===== src/rtl/qry_pkg.sv =====
package qry_pkg;

  typedef enum logic [2:0] {
    P_ADDR  = 3'd0,
    P_SRC   = 3'd1,
    P_DELIM = 3'd2,
    P_QRY   = 3'd3,
    P_ARG   = 3'd4,
    P_END   = 3'd5
  } parse_st_t;

  localparam logic [7:0] CH_CR    = 8'h0D;
  localparam logic [7:0] CH_UNDER = 8'h5F;
  localparam logic [7:0] CH_Q     = 8'h51;
  localparam logic [7:0] CH_C     = 8'h43;

  localparam logic [7:0] CMD_PWR  = 8'h50;
  localparam logic [7:0] CMD_VOLT = 8'h56;
  localparam logic [7:0] CMD_AMP  = 8'h49;
  localparam logic [7:0] CMD_FREQ = 8'h46;
  localparam logic [7:0] CMD_RST  = 8'h52;

  function automatic logic is_upper(input logic [7:0] b);
    return (b >= 8'h41) && (b <= 8'h5A);
  endfunction

  function automatic logic [7:0] nib_char(input logic [3:0] n);
    return 8'h30 | {4'h0, n};
  endfunction

endpackage


===== src/rtl/qry_frame_parser.sv =====
module qry_frame_parser
  import qry_pkg::*;
#(
  parameter logic [7:0] NODE_ADDR = 8'h52
) (
  input  logic       clk,
  input  logic       rst_n,
  input  logic       rx_valid,
  input  logic [7:0] rx_byte,
  output logic       frame_done,
  output logic [7:0] frame_cmd
);

  parse_st_t  st;
  logic [7:0] arg_q;

  always_ff @(posedge clk or negedge rst_n) begin
    if (!rst_n) begin
      st         <= P_ADDR;
      arg_q      <= '0;
      frame_done <= 1'b0;
      frame_cmd  <= '0;
    end else begin
      frame_done <= 1'b0;
      if (rx_valid) begin
        case (st)
          P_ADDR:  if (rx_byte == NODE_ADDR) st <= P_SRC;
          P_SRC:   st <= is_upper(rx_byte) ? P_DELIM : P_ADDR;
          P_DELIM: st <= (rx_byte == CH_UNDER) ? P_QRY : P_ADDR;
          P_QRY:   st <= (rx_byte == CH_Q) ? P_ARG : P_ADDR;
          P_ARG: begin
            arg_q <= rx_byte;
            st    <= P_END;
          end
          P_END: begin
            st <= P_ADDR;
            if (rx_byte == CH_CR) begin
              frame_done <= 1'b1;
              frame_cmd  <= arg_q;
            end
          end
          default: st <= P_ADDR;
        endcase
      end
    end
  end

endmodule


===== src/rtl/qry_cmd_hold.sv =====
module qry_cmd_hold (
  input  logic       clk,
  input  logic       rst_n,
  input  logic       frame_done,
  input  logic [7:0] frame_cmd,
  input  logic       reply_start,
  output logic       cmd_pend,
  output logic [7:0] cmd_q
);

  // A newly accepted frame wins over the clear from a reply that starts in the same cycle.
  always_ff @(posedge clk or negedge rst_n) begin
    if (!rst_n) begin
      cmd_pend <= 1'b0;
      cmd_q    <= '0;
    end else if (frame_done) begin
      cmd_pend <= 1'b1;
      cmd_q    <= frame_cmd;
    end else if (reply_start) begin
      cmd_pend <= 1'b0;
    end
  end

endmodule


===== src/rtl/qry_data_select.sv =====
module qry_data_select
  import qry_pkg::*;
#(
  parameter int DATA_W = 16
) (
  input  logic [7:0]        cmd,
  input  logic [DATA_W-1:0] pwr_val,
  input  logic [DATA_W-1:0] volt_val,
  input  logic [DATA_W-1:0] amp_val,
  input  logic [DATA_W-1:0] freq_val,
  output logic [DATA_W-1:0] value,
  output logic              is_reinit
);

  always_comb begin
    value     = '0;
    is_reinit = 1'b0;
    case (cmd)
      CMD_PWR:  value = pwr_val;
      CMD_VOLT: value = volt_val;
      CMD_AMP:  value = amp_val;
      CMD_FREQ: value = freq_val;
      CMD_RST:  is_reinit = 1'b1;
      default:  value = '0;
    endcase
  end

endmodule


===== src/rtl/qry_reply_tx.sv =====
module qry_reply_tx
  import qry_pkg::*;
#(
  parameter logic [7:0] NODE_ADDR = 8'h52,
  parameter int DATA_W  = 16,
  parameter int NIBBLES = 3,
  localparam int REPLY_LEN = NIBBLES + 4,
  localparam int IDX_W = $clog2(REPLY_LEN)
) (
  input  logic              clk,
  input  logic              rst_n,
  input  logic              reply_start,
  input  logic [DATA_W-1:0] reply_value,
  input  logic              tx_ready,
  output logic              tx_valid,
  output logic [7:0]        tx_data,
  output logic              busy,
  output logic [IDX_W-1:0]  reply_idx
);

  logic [IDX_W-1:0]  idx;
  logic [DATA_W-1:0] val_q;
  logic              busy_q;
  logic [7:0]        dchar [NIBBLES];

  for (genvar g = 0; g < NIBBLES; g++) begin : g_nib
    assign dchar[g] = nib_char(val_q[4*(NIBBLES-1-g) +: 4]);
  end

  always_comb begin
    tx_data = CH_CR;
    if (idx == IDX_W'(0))      tx_data = CH_C;
    else if (idx == IDX_W'(1)) tx_data = NODE_ADDR;
    else if (idx == IDX_W'(2)) tx_data = CH_UNDER;
    else begin
      for (int k = 0; k < NIBBLES; k++) begin
        if (idx == IDX_W'(k + 3)) tx_data = dchar[k];
      end
    end
  end

  always_ff @(posedge clk or negedge rst_n) begin
    if (!rst_n) begin
      busy_q <= 1'b0;
      idx    <= '0;
      val_q  <= '0;
    end else if (!busy_q) begin
      if (reply_start) begin
        busy_q <= 1'b1;
        idx    <= '0;
        val_q  <= reply_value;
      end
    end else if (tx_ready) begin
      if (idx == IDX_W'(REPLY_LEN - 1)) busy_q <= 1'b0;
      else idx <= idx + IDX_W'(1);
    end
  end

  assign tx_valid  = busy_q;
  assign busy      = busy_q;
  assign reply_idx = idx;

endmodule


===== src/rtl/qry_responder.sv =====
module qry_responder
  import qry_pkg::*;
#(
  parameter logic [7:0] NODE_ADDR = 8'h52,
  parameter int DATA_W  = 16,
  parameter int NIBBLES = 3
) (
  input  logic              clk,
  input  logic              rst_n,
  input  logic              rx_valid,
  input  logic [7:0]        rx_byte,
  input  logic [DATA_W-1:0] pwr_val,
  input  logic [DATA_W-1:0] volt_val,
  input  logic [DATA_W-1:0] amp_val,
  input  logic [DATA_W-1:0] freq_val,
  input  logic              tx_ready,
  output logic              tx_valid,
  output logic [7:0]        tx_data,
  output logic              adc_reinit
);

  localparam int REPLY_LEN = NIBBLES + 4;
  localparam int IDX_W     = $clog2(REPLY_LEN);

  logic              frame_done;
  logic [7:0]        frame_cmd;
  logic              cmd_pend;
  logic [7:0]        cmd_q;
  logic              reply_start;
  logic              tx_busy;
  logic [DATA_W-1:0] sel_value;
  logic              sel_reinit;
  logic [IDX_W-1:0]  reply_idx;

  qry_frame_parser #(.NODE_ADDR(NODE_ADDR)) u_parse (
    .clk(clk), .rst_n(rst_n), .rx_valid(rx_valid), .rx_byte(rx_byte),
    .frame_done(frame_done), .frame_cmd(frame_cmd)
  );

  qry_cmd_hold u_hold (
    .clk(clk), .rst_n(rst_n), .frame_done(frame_done), .frame_cmd(frame_cmd),
    .reply_start(reply_start), .cmd_pend(cmd_pend), .cmd_q(cmd_q)
  );

  qry_data_select #(.DATA_W(DATA_W)) u_sel (
    .cmd(cmd_q), .pwr_val(pwr_val), .volt_val(volt_val), .amp_val(amp_val),
    .freq_val(freq_val), .value(sel_value), .is_reinit(sel_reinit)
  );

  assign reply_start = cmd_pend && !tx_busy;
  assign adc_reinit  = reply_start && sel_reinit;

  qry_reply_tx #(.NODE_ADDR(NODE_ADDR), .DATA_W(DATA_W), .NIBBLES(NIBBLES)) u_tx (
    .clk(clk), .rst_n(rst_n), .reply_start(reply_start), .reply_value(sel_value),
    .tx_ready(tx_ready), .tx_valid(tx_valid), .tx_data(tx_data),
    .busy(tx_busy), .reply_idx(reply_idx)
  );

endmodule


===== config.mk =====
export PLATFORM = sky130hd
export DESIGN_NAME = qry_responder
export DESIGN_NICKNAME = d
export VERILOG_FILES = /design/src/rtl/qry_pkg.sv /design/src/rtl/qry_frame_parser.sv /design/src/rtl/qry_cmd_hold.sv /design/src/rtl/qry_data_select.sv /design/src/rtl/qry_reply_tx.sv /design/src/rtl/qry_responder.sv
export SDC_FILE = /design/constraint.sdc
export NUM_CORES = 1
export LEC_CHECK = 0
export BUFFER_PORTS_ARGS = -buffer_cell sky130_fd_sc_hd__clkbuf_2
export CORE_UTILIZATION = 54
export DETAILED_ROUTE_END_ITERATION = 8
export PLACE_DENSITY = 0.85
export SYNTH_ARGS = -nofsm -noshare
export SYNTH_HDL_FRONTEND = slang
export SYNTH_SLANG_ARGS = --single-unit
export TNS_END_PERCENT = 10

===== constraint.sdc =====
create_clock -name clk -period 3.4 [get_ports clk]
set_clock_uncertainty 0.05 [all_clocks]
set_input_delay 0.68 -clock clk [delete_from_list [all_inputs] [get_ports clk]]
set_output_delay 0.68 -clock clk [all_outputs]
set_load 0.02 [all_outputs]

# Word level (Yosys, flattened, before mapping)

Index checks and enable logic that the tools add are counted.

Add/sub/neg operators: 1
Multipliers: 0
Divide/modulo/power cells: 0
Order comparisons: 2
Equality and inequality tests: 23
Shifts and indexed selects: 0
Muxes and demuxes: 26
Bitwise gates (word level): 1
Reductions and logical operators: 13

Operators by type and width:

| operator                                                                          | number |
|---|---|
| 8-bit by 7-bit == test with 1-bit output (second input constant)                  | 8 |
| 12-bit one-hot mux with 4 select lines                                            | 1 |
| 8-bit 2-to-1 mux                                                                  | 3 |
| 3-bit 2-to-1 mux                                                                  | 6 |
| 6-bit 2-to-1 mux                                                                  | 3 |
| 3-bit == test (second input constant)                                             | 5 |
| 3-bit one-hot mux with 5 select lines                                             | 1 |
| 3-bit by 2-bit == test with 1-bit output (second input constant)                  | 4 |
| 1-bit 2-to-1 mux                                                                  | 10 |
| 8-bit by 4-bit == test with 1-bit output (second input constant)                  | 1 |
| 8-bit by 7-bit >= comparator with 1-bit output (second input constant)            | 1 |
| 8-bit by 7-bit less-or-equal comparator with 1-bit output (second input constant) | 1 |
| 3-bit by 1-bit == test with 1-bit output (second input constant)                  | 2 |
| 3-bit zero test                                                                   | 2 |
| 2-bit AND reduction                                                               | 3 |
| 3-bit AND reduction                                                               | 2 |
| 2-bit 2-to-1 mux                                                                  | 2 |
| 2-bit != test (second input constant)                                             | 2 |
| 2-bit nonzero test                                                                | 2 |
| 3-bit by 1-bit adder with 3-bit output (second input constant)                    | 1 |
| 1-bit logical AND                                                                 | 3 |
| 2-bit by 1-bit != test with 1-bit output (second input constant)                  | 1 |
| 1-bit zero test                                                                   | 1 |
| 1-bit inverter                                                                    | 1 |

Register bits: 45
Latch bits: 0
Memory bits (writable): 0
Memory bits (read-only): 0
Output and inout bits: 10
Logic and storage cells: 75
Memories: 0

# Logic depth before layout (Yosys ltp)

Depth after elaboration: 7
Gate-level depth with buffers: 7
Mapped depth without buffers: 6

# Modules after synthesis

A second synthesis with hierarchy kept.

Cells, all modules: 259
Area total of the unflattened synthesis: 2867.8 µm²

Modules (own cells, without submodules):

| module           | instances | cells an instance | area each (µm²) | sequential area each (µm²) |
|---|---|---|---|---|
| qry_reply_tx     | 1         | 85                | 963.4           | 400.4 |
| qry_frame_parser | 1         | 70                | 903.4           | 500.5 |
| qry_data_select  | 1         | 82                | 616.8           | 0.0 |
| qry_cmd_hold     | 1         | 20                | 369.1           | 225.2 |
| qry_responder    | 1         | 2                 | 15.0            | 0.0 |

# Least setup slack after synthesis

OpenSTA, ideal clock, no wires.

Path kind: register to output
Start: register u_tx.idx[0], in the netlist u_tx.reply_idx[0]
End: output tx_data[2]
Arrival time: 1.916 ns
Slack: 0.754 ns
Cell stages (with the launch flop): 7
Cell sequence: dfrtp_1 > inv_1 > ha_1 > clkbuf_1 > o21ai_0 > a222oi_1 > o32ai_1

Cells in the longest elaborated chain, start to end: 7
Elaborated cells between the ends (all ways): 12
Classes of those cells: 5 x eq/ne; 6 x mux; 1 x reduce/logical

Ends and longest elaborated chain:

| what                                     | RTL line            | text |
|---|---|---|
| from (decl)                              | qry_reply_tx.sv:21  | `logic [IDX_W-1:0] idx;` |
| from (signal assigned)                   | qry_reply_tx.sv:55  | `else idx <= idx + IDX_W'(1);` |
| 3-bit by 2-bit == test with 1-bit output | qry_reply_tx.sv:37  | `if (idx == IDX_W'(k + 3)) tx_data = dchar[k];` |
| 6-bit 2-to-1 mux (3 in a row)            | qry_reply_tx.sv:37  |  |
| 8-bit 2-to-1 mux                         | qry_reply_tx.sv:34  | `else if (idx == IDX_W'(2)) tx_data = CH_UNDER;` |
| 8-bit 2-to-1 mux                         | qry_reply_tx.sv:33  | `else if (idx == IDX_W'(1)) tx_data = NODE_ADDR;` |
| 8-bit 2-to-1 mux (*)                     | qry_reply_tx.sv:32  | `if (idx == IDX_W'(0)) tx_data = CH_C;` |
| to (decl)                                | qry_responder.sv:18 | `output logic [7:0] tx_data,` |

Mark *: on every way between the ends. The rest lies on a longest branch, timed or not.

# Final worst setup path

Ends and elaborated chain as after synthesis.

==> flow_summary.json <==
{
  "cp.required_ns": 2.67,
  "crit_buf_inv": 2,
  "grt_use_met1": 0.327,
  "drv_slew": 0,
  "port_buffers": 68,
  "drtPass1Iterations": 6,
  "sequentialPowerShare": 0.408,
  "cap_violations": 0,
  "nNetsFinal": 381,
  "yosysTopAreaCell": "dfrtp_1",
  "antenna_found_initial": 0,
  "seq_area_frac_synth": 0.448,
  "clock_latency_ns": 0.30,
  "p_sw_frac": 0.373,
  "start_util": 0.569,
  "final_cell_mix": "clkbuf_2, dfrtp_1, a22oi_1, mux2_2, nor2_1",
  "overflow": 0,
  "reg2reg_from": "u_parse.st[1]$_DFFE_PN0P_",
  "end_kind": "output port",
  "top_usage_layer": "met2",
  "reg2regPathDepth": 3,
  "p_int_mw": 0.921,
  "cp-start-kind": "flop",
  "p_leak_nw": 1.47,
  "cts_buffers": 5,
  "cts_tree": "built",
  "viasPerCell": 6.02,
  "cts-htree-levels": 2,
  "dpl.hpwl_mm": 4.27,
  "grt_use_met3": 0.0592,
  "dieArea_um2": 4930,
  "core_area_um2": 4410,
  "cp_max_fo": 10,
  "multi_input_area_um2": 1310,
  "hp-class": "in2async",
  "final_hold_viol_count": 0,
  "yosysWarnings": 0,
  "critPathTopFamily": "compound AO/OA/AOI/OAI gates",
  "yosys-top-cells-area": "dfrtp_1, mux2_2, a22oi_1, mux2_4, a22o_1",
  "syn_to_final_growth_pct": 18.8,
  "cts_buffer_depth": 2,
  "period_minus_slack_ns": 2.97,
  "synth_top_area_share": 0.448,
  "row_count": 24,
  "wirelength_mm": 5.49,
  "tns_ns": 0,
  "cts-root-buf": "clkbuf_8",
  "crit_arrival_ns": 2.24,
  "drtAntennaViolNets": 0,
  "r2r_slack_ns": 1.21,
  "clock_sinks": 45,
  "final_common_cell": "clkbuf_2",
  "fin_crit_sh": 0.875,
  "die_h_um": 70.2,
  "cts-resized-gates": 0,
  "drcViolationCount": 0,
  "grt_max_degree": 27,
  "p_clk_frac": 0.213,
  "clk_pin_slew_ns": 0.08,
  "postCtsSetupBuffers": 0,
  "worstPathCellList": "inv_1 -> ha_1 -> o21ai_0 -> a222oi_1 -> o32ai_1 -> clkbuf_2",
  "syn_area_um2": 2510,
  "synth_seq_cells": 45,
  "vias": 2125,
  "seqCellArea_um2": 1130,
  "gp_congestion": 0.882,
  "ctsHoldBuffers": 0,
  "fillers": 352,
  "antenna_cells": 0,
  "irDropWorstVdd_uv": 271,
  "fmax_ghz": 0.336,
  "slew_headroom": 0.532,
  "use_met2": 0.388,
  "fin_cells": 353,
  "reg2reg_to": "u_parse.frame_cmd[1]$_DFFE_PN0P_",
  "io_pins": 86,
  "total_power_mw": 1.47,
  "first_global_vias": 1995,
  "setup_viol": 0,
  "die_w_um": 70.2,
  "cpPeakStageDelay_ns": 0.47,
  "final_layout_size_suffix_gt1_frac": 0.362,
  "path_class": "reg2out",
  "syn_area_per_cell_um2": 10.6,
  "p_comb_frac": 0.379,
  "post_drt_wl_per_cell_um": 15.6,
  "status": "complete, no violations",
  "p_sw_mw": 0.547,
  "grt_pass1_wl_mm": 9.40,
  "worst_pin_slew_ns": 0.697,
  "grt_use_total": 0.243,
  "yosys.cell_types.count": 42,
  "dp.cells": 345,
  "drt_iter0_markers": 143,
  "crit_slowest_cell": "o21ai_0",
  "syn_nets": 319,
  "synth_cells": 238,
  "powerDensity_nw_per_um2": 492,
  "rsz0062_at_grt": "false"
}
==> metal layers <==
layer,wire length (um),up-vias
met2,2680,65
met5,0,-
li1,-,1040
met1,2460,1012
met3,264,8
met4,83,0
==> cells in the mapped netlist (all sizes together) <==
cell type / n
dfrtp: 45
mux2: 25
a22oi: 24
clkbuf: 15
nor2: 15
nand2: 14
o22ai: 14
a22o: 12
inv: 7
o21ai: 7
nand2b: 6
ha: 5
a222oi: 4
nor4: 4
buf: 3
nand3: 3
nor3: 3
or3: 3
a21o: 2
a21oi: 2
nand4: 2
nor3b: 2
nor4bb: 2
o31ai: 2
o32ai: 2
a211oi: 1
a21boi: 1
a31oi: 1
a41oi: 1
conb: 1
mux2i: 1
nand4bb: 1
nor2b: 1
o2111a: 1
o211ai: 1
o31a: 1
o41ai: 1
or4: 1
or4b: 1
xnor2: 1
==> power by group through the flow <==
stage          clock [mW]  sequential [mW]  combinational [mW]
2_1_floorplan           0            0.590               0.408
3_3_place_gp            0            0.607               0.550
3_5_place_dp            0            0.610               0.558
4_1_cts             0.322            0.598               0.560
5_1_grt             0.346            0.606               0.616
6_report            0.313            0.599               0.557
==> worst register-to-register path, stage by stage, from the launching register on <==
cell and delay, ns:
dfrtp_1 0.46, or4b_4 0.57, or4_4 0.66, mux2_4 0.34
==> worst max-delay path by stage <==
stage / from / to / depth (start not counted)
detailed placement: u_tx.reply_idx[0]$_DFFE_PN0P_ / tx_data[2] / 6
floorplan: u_tx.reply_idx[0]$_DFFE_PN0P_ / tx_data[2] / 6
global placement: u_tx.reply_idx[0]$_DFFE_PN0P_ / tx_data[2] / 6
global route: u_tx.reply_idx[0]$_DFFE_PN0P_ / tx_data[3] / 6
finish: u_tx.reply_idx[0]$_DFFE_PN0P_ / tx_data[2] / 6
CTS: u_tx.reply_idx[0]$_DFFE_PN0P_ / tx_data[2] / 6
==> cells by family (layout without fill, tap and decap cells) <==
family / Yosys count / count (layout) / synth area share
AO/OA/AOI/OAI: 77 / 77 / 0.227
AND/OR/NAND/NOR: 58 / 58 / 0.123
flip-flops: 45 / 45 / 0.448
multiplexers: 26 / 26 / 0.128
buffers and inverters: 25 / 88 / 0.0433
adder cells (fa/ha/maj): 5 / 5 / 0.0249
other: 1 / 1 / 0.00149
XOR/XNOR: 1 / 1 / 0.00348
==> flip-flops by register name, indices dropped and copies added, names as in the netlist <==
register            flops
u_parse.arg_q           8
u_hold.cmd_pend         1
u_hold.cmd_q            8
u_parse.frame_done      1
u_parse.frame_cmd       8
u_parse.st              3
u_tx.reply_idx          3
u_tx.busy               1
u_tx.val_q             12
==> cell type report <==
class	instances	area share
multi-input cells	168	0.438
flip-flops and latches	45	0.377
repair buffers	73	0.127
clock buffers	7	0.0256
well taps	52	0.0218
inverters	7	0.00880
clock inverters	1	0.00251
==> metrics by stage <==
| stage | setup slack [ns] | utilization | hold WS [ns] | cell area, um^2 |
|---|---|---|---|---|
| 2_1_floorplan | 0.754 | - | 0.334 | 2510 |
| 3_3_place_gp | 0.780 | 0.657 | 0.432 | 2900 |
| 3_5_place_dp | 0.761 | 0.657 | 0.442 | 2900 |
| 4_1_cts | 0.434 | 0.676 | 0.353 | 2990 |
| 5_1_grt | 0.228 | 0.676 | 0.388 | 2990 |
| 6_report | 0.426 | 0.676 | 0.347 | 2990 |
Power figures use the tool's default switching activity.
